$ cat src/rtl/tag_ecc_detect.sv
module tag_ecc_detect #(
  parameter int TAG_W = 26,
  parameter int HAM_W = 5
) (
  input  logic               clk,
  input  logic               rst_n,
  input  logic [TAG_W-1:0]   wr_tag,
  output logic [HAM_W:0]     wr_check,
  input  logic               rd_valid,
  input  logic [TAG_W-1:0]   rd_tag,
  input  logic [HAM_W:0]     rd_check,
  output logic               chk_valid,
  output logic               single_err,
  output logic               double_err,
  output logic               tag_err
);
  localparam int LAST_POS = TAG_W + HAM_W;

  function automatic logic [TAG_W-1:0] cover_mask(input int k);
    logic [TAG_W-1:0] m;
    int n;
    m = '0;
    n = 0;
    for (int q = 1; q <= LAST_POS; q++) begin
      if ((q & (q - 1)) != 0) begin
        if (n < TAG_W) m[n] = ((q >> k) & 1) != 0;
        n++;
      end
    end
    return m;
  endfunction

  logic [HAM_W-1:0] wr_ham, syn_lo, rd_enc_ham;
  logic             syn_par;

  for (genvar k = 0; k < HAM_W; k++) begin : g_bit
    assign wr_ham[k]     = ^(wr_tag & cover_mask(k));
    assign syn_lo[k]     = rd_check[k] ^ (^(rd_tag & cover_mask(k)));
    assign rd_enc_ham[k] = ^(rd_tag & cover_mask(k));
  end

  assign wr_check = {(^wr_tag) ^ (^wr_ham), wr_ham};
  assign syn_par  = ^{rd_tag, rd_check};

  logic lo_nz, lo_pow2, lo_beyond;
  logic dec_single, dec_double, dec_tag;

  assign lo_nz      = |syn_lo;
  assign lo_pow2    = (syn_lo & (syn_lo - 1'b1)) == '0;
  assign lo_beyond  = int'(syn_lo) > LAST_POS;
  assign dec_single = syn_par & ~lo_beyond;
  assign dec_double = (~syn_par & lo_nz) | (syn_par & lo_beyond);
  assign dec_tag    = dec_double | (syn_par & ~lo_pow2);

  always_ff @(posedge clk) begin
    if (!rst_n) begin
      chk_valid  <= 1'b0;
      single_err <= 1'b0;
      double_err <= 1'b0;
      tag_err    <= 1'b0;
    end else begin
      chk_valid  <= rd_valid;
      single_err <= rd_valid & dec_single;
      double_err <= rd_valid & dec_double;
      tag_err    <= rd_valid & dec_tag;
    end
  end

  logic rd_clean;
  assign rd_clean = rd_check == {(^rd_tag) ^ (^rd_enc_ham), rd_enc_ham};

  AST_CLEAN_QUIET: assert property (@(posedge clk) disable iff (!rst_n)
    rd_valid && rd_clean |=> !single_err && !double_err && !tag_err);
  AST_IDLE_QUIET: assert property (@(posedge clk) disable iff (!rst_n)
    !rd_valid |=> !chk_valid && !single_err && !double_err && !tag_err);
  AST_VALID_FOLLOW: assert property (@(posedge clk) disable iff (!rst_n)
    rd_valid |=> chk_valid);
  AST_DOUBLE_TAG: assert property (@(posedge clk) disable iff (!rst_n)
    double_err |-> tag_err && !single_err);
  AST_TAG_CAUSE: assert property (@(posedge clk) disable iff (!rst_n)
    tag_err |-> single_err || double_err);
endmodule

$ cat config.mk
export PLATFORM = sky130hd
export DESIGN_NAME = tag_ecc_detect
export DESIGN_NICKNAME = d
export VERILOG_FILES = /design/src/rtl/tag_ecc_detect.sv
export SDC_FILE = /design/constraint.sdc
export NUM_CORES = 1
export LEC_CHECK = 0
export BUFFER_PORTS_ARGS = -buffer_cell sky130_fd_sc_hd__buf_2
export CAP_MARGIN = 20
export CORE_MARGIN = 5
export CORE_UTILIZATION = 30
export DETAILED_ROUTE_END_ITERATION = 6
export GPL_TIMING_DRIVEN = 0
export MAX_ROUTING_LAYER = met4
export PLACE_DENSITY_LB_ADDON = 0.3
export SYNTH_ARGS = -nofsm -noshare
export SYNTH_HDL_FRONTEND = slang
export SYNTH_SLANG_ARGS = --single-unit
$ cat constraint.sdc
create_clock -name clk -period 2.75 [get_ports clk]
set_input_delay 0.6875 -clock clk [delete_from_list [all_inputs] [get_ports clk]]
set_output_delay 0.6875 -clock clk [all_outputs]
set_load 0.05 [all_outputs]
# Yosys cells after proc, flatten, opt, wreduce, memory -nomap -nowiden
# Cells that the tools add are included.
dict set report word_totals {
  elab_cells 35
  reg_bits 4
  inputBits 61
  out_inout_bits 10
}
dict set report classes {
  bitwise_logic 15
  addsub 1
  reduce_logical 15
}
# cell count
set op_table {}
lappend op_table {{XOR reduction 26 bit} 11}
lappend op_table {{XOR reduction 32 bit} 1}
lappend op_table {{XOR 1 bit} 6}
lappend op_table {{AND 1 bit} 5}
lappend op_table {{AND 5 bit} 1}
lappend op_table {{zero test 5 bit} 1}
lappend op_table {{OR reduction 5 bit} 1}
lappend op_table {{XOR reduction 5 bit} 1}
lappend op_table {{subtractor 5 x 1 -> 5 bit, second input constant} 1}
lappend op_table {{NOT 1 bit} 2}
lappend op_table {{bitwise OR 1 bit} 1}

# Depth between registers and ports, before layout
# Gate-level depths: netlist of the first run.
dict set report depth {
  depth_word 9
  mapped_depth 7
  depth_no_buf 7
}

# Least setup slack after synthesis of the first run
# Ideal clock, no wire load.
dict set report synth_path {
  path_type {input -> output}
  startpoint {input port wr_tag[9]}
  endpoint {output port wr_check[5]}
  stages 7
  path_buffers 0
  setup_slack_ns -1.303
  t_arrival_ns 3.365
  path_cell_list {xnor2_1 > xnor2_1 > xnor2_1 > xnor2_1 > xnor2_1 > xnor2_1 > xnor2_1}
}
dict set report synth_via {
  elab_chain_cells 3
  word_cells_on_any_way 6
  classes_between {bitwise (1); reduce/logical (5)}
}
# item line
set synth_rtl {}
lappend synth_rtl {{start, declared} 7} ;# input logic [TAG_W-1:0] wr_tag,
lappend synth_rtl {{XOR reduction 26 bit} 37} ;# assign wr_ham[k] = ^(wr_tag & cover_mask(k));
lappend synth_rtl {{net wr_check[3]} 8} ;# output logic [HAM_W:0] wr_check,
lappend synth_rtl {{XOR reduction 5 bit} 42} ;# assign wr_check = {(^wr_tag) ^ (^wr_ham), wr_ham};
lappend synth_rtl {{XOR 1 bit} 42}
lappend synth_rtl {{end, declared} 8}
# The timed path passes the listed nets, and every way through them passes these cells.

# Final worst setup path of the first run
dict set report layout_path {
  startpoint {input port wr_tag[9]}
  endpoint {output port wr_check[5]}
}
dict set report layout_via {
  elab_chain_cells 3
  word_cells_on_any_way 6
  classes_between {bitwise (1); reduce/logical (5)}
}
# item line
set layout_rtl {}
lappend layout_rtl {{XOR reduction 26 bit} 37}
lappend layout_rtl {{XOR reduction 5 bit} 42}
lappend layout_rtl {{XOR 1 bit *} 42}
# Mark *: on every way between the ends. The rest lies on a longest branch, timed or not.

==> results.py, run 1 <==
metrics = {
    "global_route": {
        "grtUsageTotal": 0.109,
        "grt_pass1_wl_mm": 4.59,
        "antenna_found_initial": 0,
        "grt_pass1_vias": 1107,
        "grt_start_max_net_pins": 5,
        "grt_overflow": 0,
    },
    "timing": {
        "min_period_over_period": 1.07,
        "finalSetupViolations": 3,
        "hold_viol_final": 0,
        "grt_setup_unrepaired": "yes",
        "fmax_mhz": 338,
        "whs_ns": 0.776,
        "worst_slack_ns": -0.206,
        "min_period_ns": 2.96,
        "tightest_slew_ns": 0.353,
        "slew_headroom": 0.763,
        "final_max_slew_viol_count": 0,
        "tns_ns": -0.214,
    },
    "setup_path": {
        "crit_path_cell_trace": "buf_2 -> xnor2_4 -> xnor2_2 -> xnor2_2 -> xnor2_4 -> xnor2_4 -> xnor2_4 -> xnor2_4 -> buf_6",
        "crit_top_cell": "xnor2_4",
        "cp-start-kind": "input port",
        "crit_type": "in2out",
        "worstSetupEndpointType": "primary output",
        "path_max_fanout": 2,
        "crit_slowest_cell": "xnor2_2",
        "crit_required_ns": 2.06,
        "crit_arrival_ns": 2.27,
        "max_stage_delay_ns": 0.28,
    },
    "power_and_ir_drop": {
        "ir_worst_vdd_mv": 0.841,
        "finalPower_uw": 2280,
        "leakage_uw": 0.00100,
        "powerDensity_nw_per_um2": 1030,
    },
    "cells_and_area": {
        "fin_util": 0.558,
        "finalNetCount": 267,
        "drive_above_1_share": 0.632,
        "fillers": 345,
        "syn2layout_area_growth_pct": 80.8,
        "insertedDiodeCount": 0,
    },
    "detailed_routing": {
        "drt-initial-drc-count": 8,
        "avgRoutedWirePerCell_um": 11.1,
        "via_per_inst": 4.08,
        "totalWireLength_mm": 2.83,
        "drc": 0,
        "vias": 1036,
        "dr.pass1.iters": 3,
        "detail-route-antenna-nets": 0,
    },
    "place": {
        "hpwlAfterDp_mm": 2.51,
        "place_ws_ns": -0.465,
        "io_buffers": 70,
        "gp_congestion": 0.697,
    },
    "floorplanning": {
        "num_io_pins": 71,
        "dieArea_um2": 5470,
        "die_w_um": 73.9,
        "std_cell_rows": 23,
        "die_h_um": 73.9,
        "start_util": 0.309,
        "core_area_um2": 3970,
    },
    "logic_synthesis": {
        "syn-instance-count": 127,
        "yosys_warnings": 0,
        "netlist_area_um2": 1230,
        "synthAdderAreaFrac": 0,
        "synth_top_family_by_area": "XOR/XNOR gates",
        "yosysTopAreaCell": "xnor2_1",
        "synth_xor_area_frac": 0.844,
        "syn_avg_cell_area_um2": 9.65,
        "synth_area_leaders": "xnor2_1 56%, xor2_1 9.3%, xnor2_2 8.0%",
        "yosys-mux-area-fraction": 0.00816,
        "synth.ff_latch_count": 4,
        "synth_cell_types": 19,
        "synth_compound_area_frac": 0.0255,
        "synth-simple-area-share": 0.0541,
        "synth.top_cell.area_share": 0.564,
        "seq_area_frac_synth": 0.0653,
        "synth.net_count": 188,
    },
    "clock_tree": {
        "cts-root-buf": "clkbuf_8",
        "cts_tree": "built",
        "postCtsHoldBufs": 0,
        "clockBufferDepth": 2,
        "numCtsBuffers": 3,
        "cts_max_level": 1,
        "clk_pin_slew_ns": 0.03,
        "clock-sinks": 4,
    },
    "status": {
        "violations": "negative setup slack",
        "status": "finished, violations left",
    },
    "worst_hold_path": {
        "min_path_type": "in2reg",
        "holdPathStages": 3,
    },
    "run": {
        "max_cap_violations": 0,
    },
}
==> kinds of logic after synthesis <==
group	count (synthesis)
mux	1
compound gates	4
xor+xnor	104
flops	4
simple gates	13
buf+inv	1
==> critical path, delay by kind of cell <==
family / cells / cell delay [ns]
xor gates and xnor gates: 7 / 1.27
buffers and inverters: 2 / 0.30
==> through the flow <==
step                area [µm²]  cells
global placement          1850    247
detailed placement        1850    247
global route              2220    254
floorplan                 1440    127
finish                    2220    254
CTS                       2040    252
==> state kept, by name (all words and copies together) (netlist names) <==
signal and count:
single_err 1, tag_err 1, chk_valid 1, double_err 1
==> per-layer routing <==
metal  up-vias  global-route usage  share of wire
met2        40               0.209           0.57
li1        548                   -              -
met5         -                   -              0
met3         0              0.0149          0.065
met1       448               0.122           0.36
met4         0              0.0121              0
==> power by group <==
group	switching, µW	total (µW)	internal (µW)
sequential	4.75	84.5	79.7
clock	25.3	118	92.8
combinational	1090	2080	987
total	1120	2280	1160
==> final cells by class <==
class	instances	area (µm²)	area share
clock buffer	3	41.3	0.0186
multi-input combinational	122	1590	0.717
tap	50	62.6	0.0282
sequential	4	80.1	0.0361
inverter	1	3.75	0.00169
timing repair buffer	74	440	0.199
==> worst paths after layout <==
path	startpoint	to	slack, ns
setup / recovery	wr_tag[9]	wr_check[5]	-0.21
hold / removal	rd_valid	chk_valid	0.78
==> synthesized netlist by cell type <==
| library cell | count |
|---|---|
| nor4_2 | 1 |
| o21ai_0 | 1 |
| a21oi_1 | 2 |
| and2_1 | 1 |
| nor2_2 | 1 |
| inv_1 | 1 |
| xnor3_2 | 2 |
| xnor2_1 | 79 |
| o32ai_2 | 1 |
| nand3_1 | 1 |
| xnor3_1 | 3 |
| xor2_1 | 13 |
| xnor2_2 | 6 |
| nand2_1 | 4 |
| or3_1 | 1 |
| mux2i_1 | 1 |
| nor2_1 | 4 |
| dfxtp_1 | 4 |
| xor2_2 | 1 |
==> what timing repair did <==
action | 4_1_cts | 5_1_grt
hold endpoints to repair | 0 | 0
pin swaps | 10 | 19
cloned | 0 | 0
gates resized for setup | 22 | 26
setup endpoints to repair | 4 | 4
setup buffers | 2 | 2
==> layout by cell type, fill, tap and decap left out, drive strengths merged, types with 2 or more instances in the layout <==
cell | synthesis | routed
a21oi | 2 | 2
buf | 0 | 74
clkbuf | 0 | 3
dfxtp | 4 | 4
nand2 | 4 | 4
nor2 | 5 | 5
xnor2 | 85 | 85
xnor3 | 5 | 5
xor2 | 14 | 14
(Power assumes the default switching activity.)
==> inputs of run 2 (changes only) <==
--- a/config.mk
+++ b/config.mk
@@ -8,11 +8,12 @@
 export BUFFER_PORTS_ARGS = -buffer_cell sky130_fd_sc_hd__buf_2
 export CAP_MARGIN = 20
 export CORE_MARGIN = 5
-export CORE_UTILIZATION = 30
+export CORE_UTILIZATION = 45
 export DETAILED_ROUTE_END_ITERATION = 6
 export GPL_TIMING_DRIVEN = 0
 export MAX_ROUTING_LAYER = met4
 export PLACE_DENSITY_LB_ADDON = 0.3
+export REMOVE_ABC_BUFFERS = 1
 export SYNTH_ARGS = -nofsm -noshare
 export SYNTH_HDL_FRONTEND = slang
 export SYNTH_SLANG_ARGS = --single-unit
==> results.py, run 2 (synthesized netlist as in run 1, its figures left out) <==
metrics = {
    "timing": {
        "worst_slack_ns": -0.262,
        "tightest_slew_ns": 0.304,
        "grt_setup_unrepaired": "yes",
        "tns_ns": -0.330,
        "fmax_mhz": 332,
        "min_period_ns": 3.01,
        "hold_viol_final": 0,
        "slew_headroom": 0.796,
        "min_period_over_period": 1.10,
        "whs_ns": 0.756,
        "finalSetupViolations": 2,
        "final_max_slew_viol_count": 0,
    },
    "detailed_routing": {
        "route.met2.wl_mm": 2.02,
        "wl_met1_um": 920,
        "dr.pass1.iters": 3,
        "drt-initial-drc-count": 11,
        "drc": 0,
        "via_per_inst": 4.64,
        "avgRoutedWirePerCell_um": 13.3,
        "detail-route-antenna-nets": 0,
        "vias": 1095,
        "totalWireLength_mm": 3.14,
        "dr.max_layer_used": "met4",
        "met3_length_um": 179,
    },
    "cells_and_area": {
        "fin_area_um2": 1960,
        "insertedDiodeCount": 0,
        "multi_input_area_um2": 1370,
        "layout_common_cells": "60 x xnor2_1, 58 x buf_2, 20 x xnor2_2",
        "drive_above_1_share": 0.541,
        "mostFrequentLayoutCell": "xnor2_1",
        "seq_area_um2": 80.1,
        "finalNetCount": 268,
        "fillers": 213,
        "syn2layout_area_growth_pct": 59.9,
    },
    "global_route": {
        "grt_start_max_net_pins": 5,
        "grt_pass1_wl_mm": 4.65,
        "grtUsageTotal": 0.146,
        "grt_overflow": 0,
        "grt_pass1_vias": 1142,
        "antenna_found_initial": 0,
    },
    "floorplanning": {
        "num_io_pins": 71,
        "die_h_um": 62.2,
        "die_w_um": 62.2,
        "std_cell_rows": 19,
        "dieArea_um2": 3870,
        "start_util": 0.456,
        "core_area_um2": 2690,
    },
    "clock_tree": {
        "cts-root-buf": "clkbuf_4",
        "numCtsBuffers": 3,
        "cts_max_level": 1,
        "clockBufferDepth": 2,
        "clock-sinks": 4,
        "clk_pin_slew_ns": 0.04,
        "postCtsHoldBufs": 0,
        "cts_tree": "built",
    },
    "power_and_ir_drop": {
        "p_seq_frac": 0.047,
        "p_int_uw": 813,
        "power_frac_clock": 0.038,
        "switching_share": 0.545,
        "pwr-share-comb": 0.915,
        "leakage_uw": 0.000888,
        "power_switching_uw": 976,
        "ir_worst_vdd_mv": 1.90,
        "powerDensity_nw_per_um2": 913,
    },
    "setup_path": {
        "crit_required_ns": 2.06,
        "worstSetupEndpointType": "primary output",
        "crit_type": "in2out",
        "path_max_fanout": 2,
        "cp-start-kind": "input port",
        "crit_arrival_ns": 2.32,
    },
    "place": {
        "io_buffers": 70,
        "dpl_cell_area_um2": 1620,
        "hpwlAfterDp_mm": 2.53,
        "gp_congestion": 0.786,
    },
    "run": {
        "max_cap_violations": 0,
    },
    "status": {
        "violations": "negative setup slack",
        "status": "finished, violations left",
    },
    "worst_hold_path": {
        "min_path_type": "in2reg",
    },
}
run 2: changes by cell type in the layout (fill, tap and decap cells not counted), moves of 3 or more:
cell / delta
xnor2_4: -6
buf_4: +4
clkbuf_8: -3
xnor2_1: +17
xnor2_2: -11
clkbuf_4: +3
buf_2: -3
run 2: metal layers:
metal  up-vias  GRT usage
met5         -          -
met4         0     0.0325
met3         2     0.0198
met2        41      0.306
met1       502      0.133
li1        550          -
run 2: power groups by stage:
stage / Clock, µW / Sequential (µW) / Combinational (µW)
after CTS: 70.2 / 83.9 / 1500
after global routing: 80.5 / 87.5 / 1730
final: 68.3 / 83.6 / 1640
after floorplan: 0 / 160 / 1110
after global placement: 0 / 83.8 / 1420
after detailed placement: 0 / 84.9 / 1440
run 2: final timing paths:
| check | to | startpoint | cells after the start |
|---|---|---|---|
| worst min-delay path | chk_valid | rd_valid | 3 |
| worst max-delay path | wr_check[5] | wr_tag[3] | 9 |
run 2: area by class of cell:
cell class	instances	share of cell area
clock buffer	3	0.0115
tap	31	0.0198
timing repair buffer	75	0.228
multi-input combinational	122	0.698
sequential	4	0.0408
inverter	1	0.00191
run 2: critical path, cell delays in order:
cell	delay (ns)
buf_2	0.12
xnor2_1	0.24
xnor2_1	0.17
xnor2_1	0.12
xnor2_1	0.28
xnor2_1	0.17
xnor2_1	0.16
xnor2_1	0.15
buf_4	0.22
run 2: through the flow:
step / total power, µW / setup slack, ns / instances / utilization
after floorplan: 1270 / -1.30 / 127 / -
final: 1790 / -0.262 / 236 / 0.730
after global routing: 1900 / -0.344 / 236 / 0.730
after global placement: 1510 / -0.250 / 228 / 0.601
after CTS: 1660 / -0.214 / 233 / 0.634
after detailed placement: 1530 / -0.334 / 228 / 0.601
run 2: repair_timing:
action,CTS,global route
pin swaps,10,25
resized for setup,9,39
buffers inserted,2,4
setup endpoints to repair,3,4
==> inputs of run 3 (changes only) <==
--- a/config.mk
+++ b/config.mk
@@ -14,6 +14,7 @@
 export MAX_ROUTING_LAYER = met4
 export PLACE_DENSITY_LB_ADDON = 0.3
 export REMOVE_ABC_BUFFERS = 1
+export SKIP_LAST_GASP = 1
 export SYNTH_ARGS = -nofsm -noshare
 export SYNTH_HDL_FRONTEND = slang
 export SYNTH_SLANG_ARGS = --single-unit
==> results.py, run 3 (synthesized netlist as in run 1, its figures left out) <==
metrics = {
    "cells_and_area": {
        "seq_area_um2": 80.1,
        "fillers": 213,
        "mostFrequentLayoutCell": "xnor2_1",
        "finalNetCount": 268,
        "multi_input_area_um2": 1370,
        "fin_area_um2": 1960,
        "layout_common_cells": "60 x xnor2_1, 58 x buf_2, 20 x xnor2_2",
        "drive_above_1_share": 0.541,
        "final_cell_count_no_fill": 236,
        "syn2layout_area_growth_pct": 59.9,
        "insertedDiodeCount": 0,
    },
    "floorplanning": {
        "die_h_um": 62.2,
        "num_io_pins": 71,
        "std_cell_rows": 19,
        "dieArea_um2": 3870,
        "die_w_um": 62.2,
        "start_util": 0.456,
        "core_area_um2": 2690,
    },
    "timing": {
        "slew_headroom": 0.796,
        "grt_setup_unrepaired": "yes",
        "hold_viol_final": 0,
        "worst_slack_ns": -0.262,
        "tightest_slew_ns": 0.304,
        "min_period_ns": 3.01,
        "final_max_slew_viol_count": 0,
        "finalSetupViolations": 2,
        "whs_ns": 0.756,
        "min_period_over_period": 1.10,
        "fmax_mhz": 332,
    },
    "detailed_routing": {
        "drc": 0,
        "via_per_inst": 4.64,
        "totalWireLength_mm": 3.14,
        "route.met2.wl_mm": 2.02,
        "drt-initial-drc-count": 10,
        "dr.pass1.iters": 3,
        "wl_met1_um": 919,
        "detail-route-antenna-nets": 0,
        "met3_length_um": 179,
        "vias": 1095,
        "avgRoutedWirePerCell_um": 13.3,
        "dr.max_layer_used": "met4",
    },
    "place": {
        "gp_congestion": 0.786,
        "dpl_cell_area_um2": 1620,
        "hpwlAfterDp_mm": 2.53,
        "place_ws_ns": -0.334,
        "place_inst": 228,
        "io_buffers": 70,
    },
    "setup_path": {
        "worstSetupEndpointType": "primary output",
        "crit_required_ns": 2.06,
        "crit_top_cell": "xnor2_1",
        "crit_slowest_cell": "xnor2_1",
        "crit_path_cell_trace": "buf_2 -> xnor2_1 -> xnor2_1 -> xnor2_1 -> xnor2_1 -> xnor2_1 -> xnor2_1 -> xnor2_1 -> buf_4",
        "startpoint": "wr_tag[3]",
        "crit_type": "in2out",
        "cp-start-kind": "input port",
        "crit_arrival_ns": 2.32,
        "max_stage_delay_ns": 0.28,
        "path_max_fanout": 2,
    },
    "global_route": {
        "grt_pass1_wl_mm": 4.65,
        "antenna_found_initial": 0,
        "grt_pass1_vias": 1142,
        "grt_overflow": 0,
        "grt_start_max_net_pins": 5,
        "grtUsageTotal": 0.146,
    },
    "clock_tree": {
        "clock-sinks": 4,
        "postCtsHoldBufs": 0,
        "cts_tree": "built",
        "numCtsBuffers": 3,
        "clk_pin_slew_ns": 0.04,
        "cts-root-buf": "clkbuf_4",
        "cts_max_level": 1,
        "clockBufferDepth": 2,
    },
    "status": {
        "status": "finished, violations left",
        "violations": "negative setup slack",
    },
    "worst_hold_path": {
        "holdPathStages": 3,
        "min_path_type": "in2reg",
        "min_from": "rd_valid",
    },
    "power_and_ir_drop": {
        "leakage_uw": 0.000888,
        "ir_worst_vdd_mv": 1.90,
        "powerDensity_nw_per_um2": 913,
    },
    "run": {
        "max_cap_violations": 0,
    },
}
==> run 3: cell counts in the layout (fill, tap and decap cells not counted) <==
No cell type changed its count.
==> run 3: where the power goes <==
group,total [µW],internal (µW),switching (µW)
Sequential,83.6,79.5,4.14
Clock,68.3,48.6,19.8
Combinational,1640,685,952
==> run 3: per-layer routing <==
layer	track usage	up-vias
met5	-	-
met4	0.0325	0
met3	0.0198	2
met2	0.306	41
met1	0.133	502
li1	-	550
==> run 3: through the flow <==
step,utilization,power (µW),setup TNS [ns]
after CTS,0.634,1660,-0.218
after detailed placement,0.601,1530,-0.459
after global placement,0.601,1510,-0.276
after global routing,0.730,1900,-0.510
after floorplan,-,1270,-1.99
final,0.730,1790,-0.342
==> run 3: critical path: cells and delay by family <==
family | cells | cell delay (ns)
xor+xnor | 7 | 1.29
buf+inv | 2 | 0.34
==> run 3: final cells by class <==
| class | count | area share |
|---|---|---|
| flip-flops and latches | 4 | 0.0408 |
| clock buffers | 3 | 0.0115 |
| repair buffers | 75 | 0.228 |
| well taps | 31 | 0.0198 |
| inverters | 1 | 0.00191 |
| multi-input cells | 122 | 0.698 |
==> run 3: path summary, 6_finish.rpt <==
path	end
max	wr_check[5]
min	chk_valid
==> run 3: what timing repair did <==
action,in CTS,in global routing
resized for setup,9,39
setup buffers,2,4
setup endpoints to repair,3,4
pin swaps,10,24
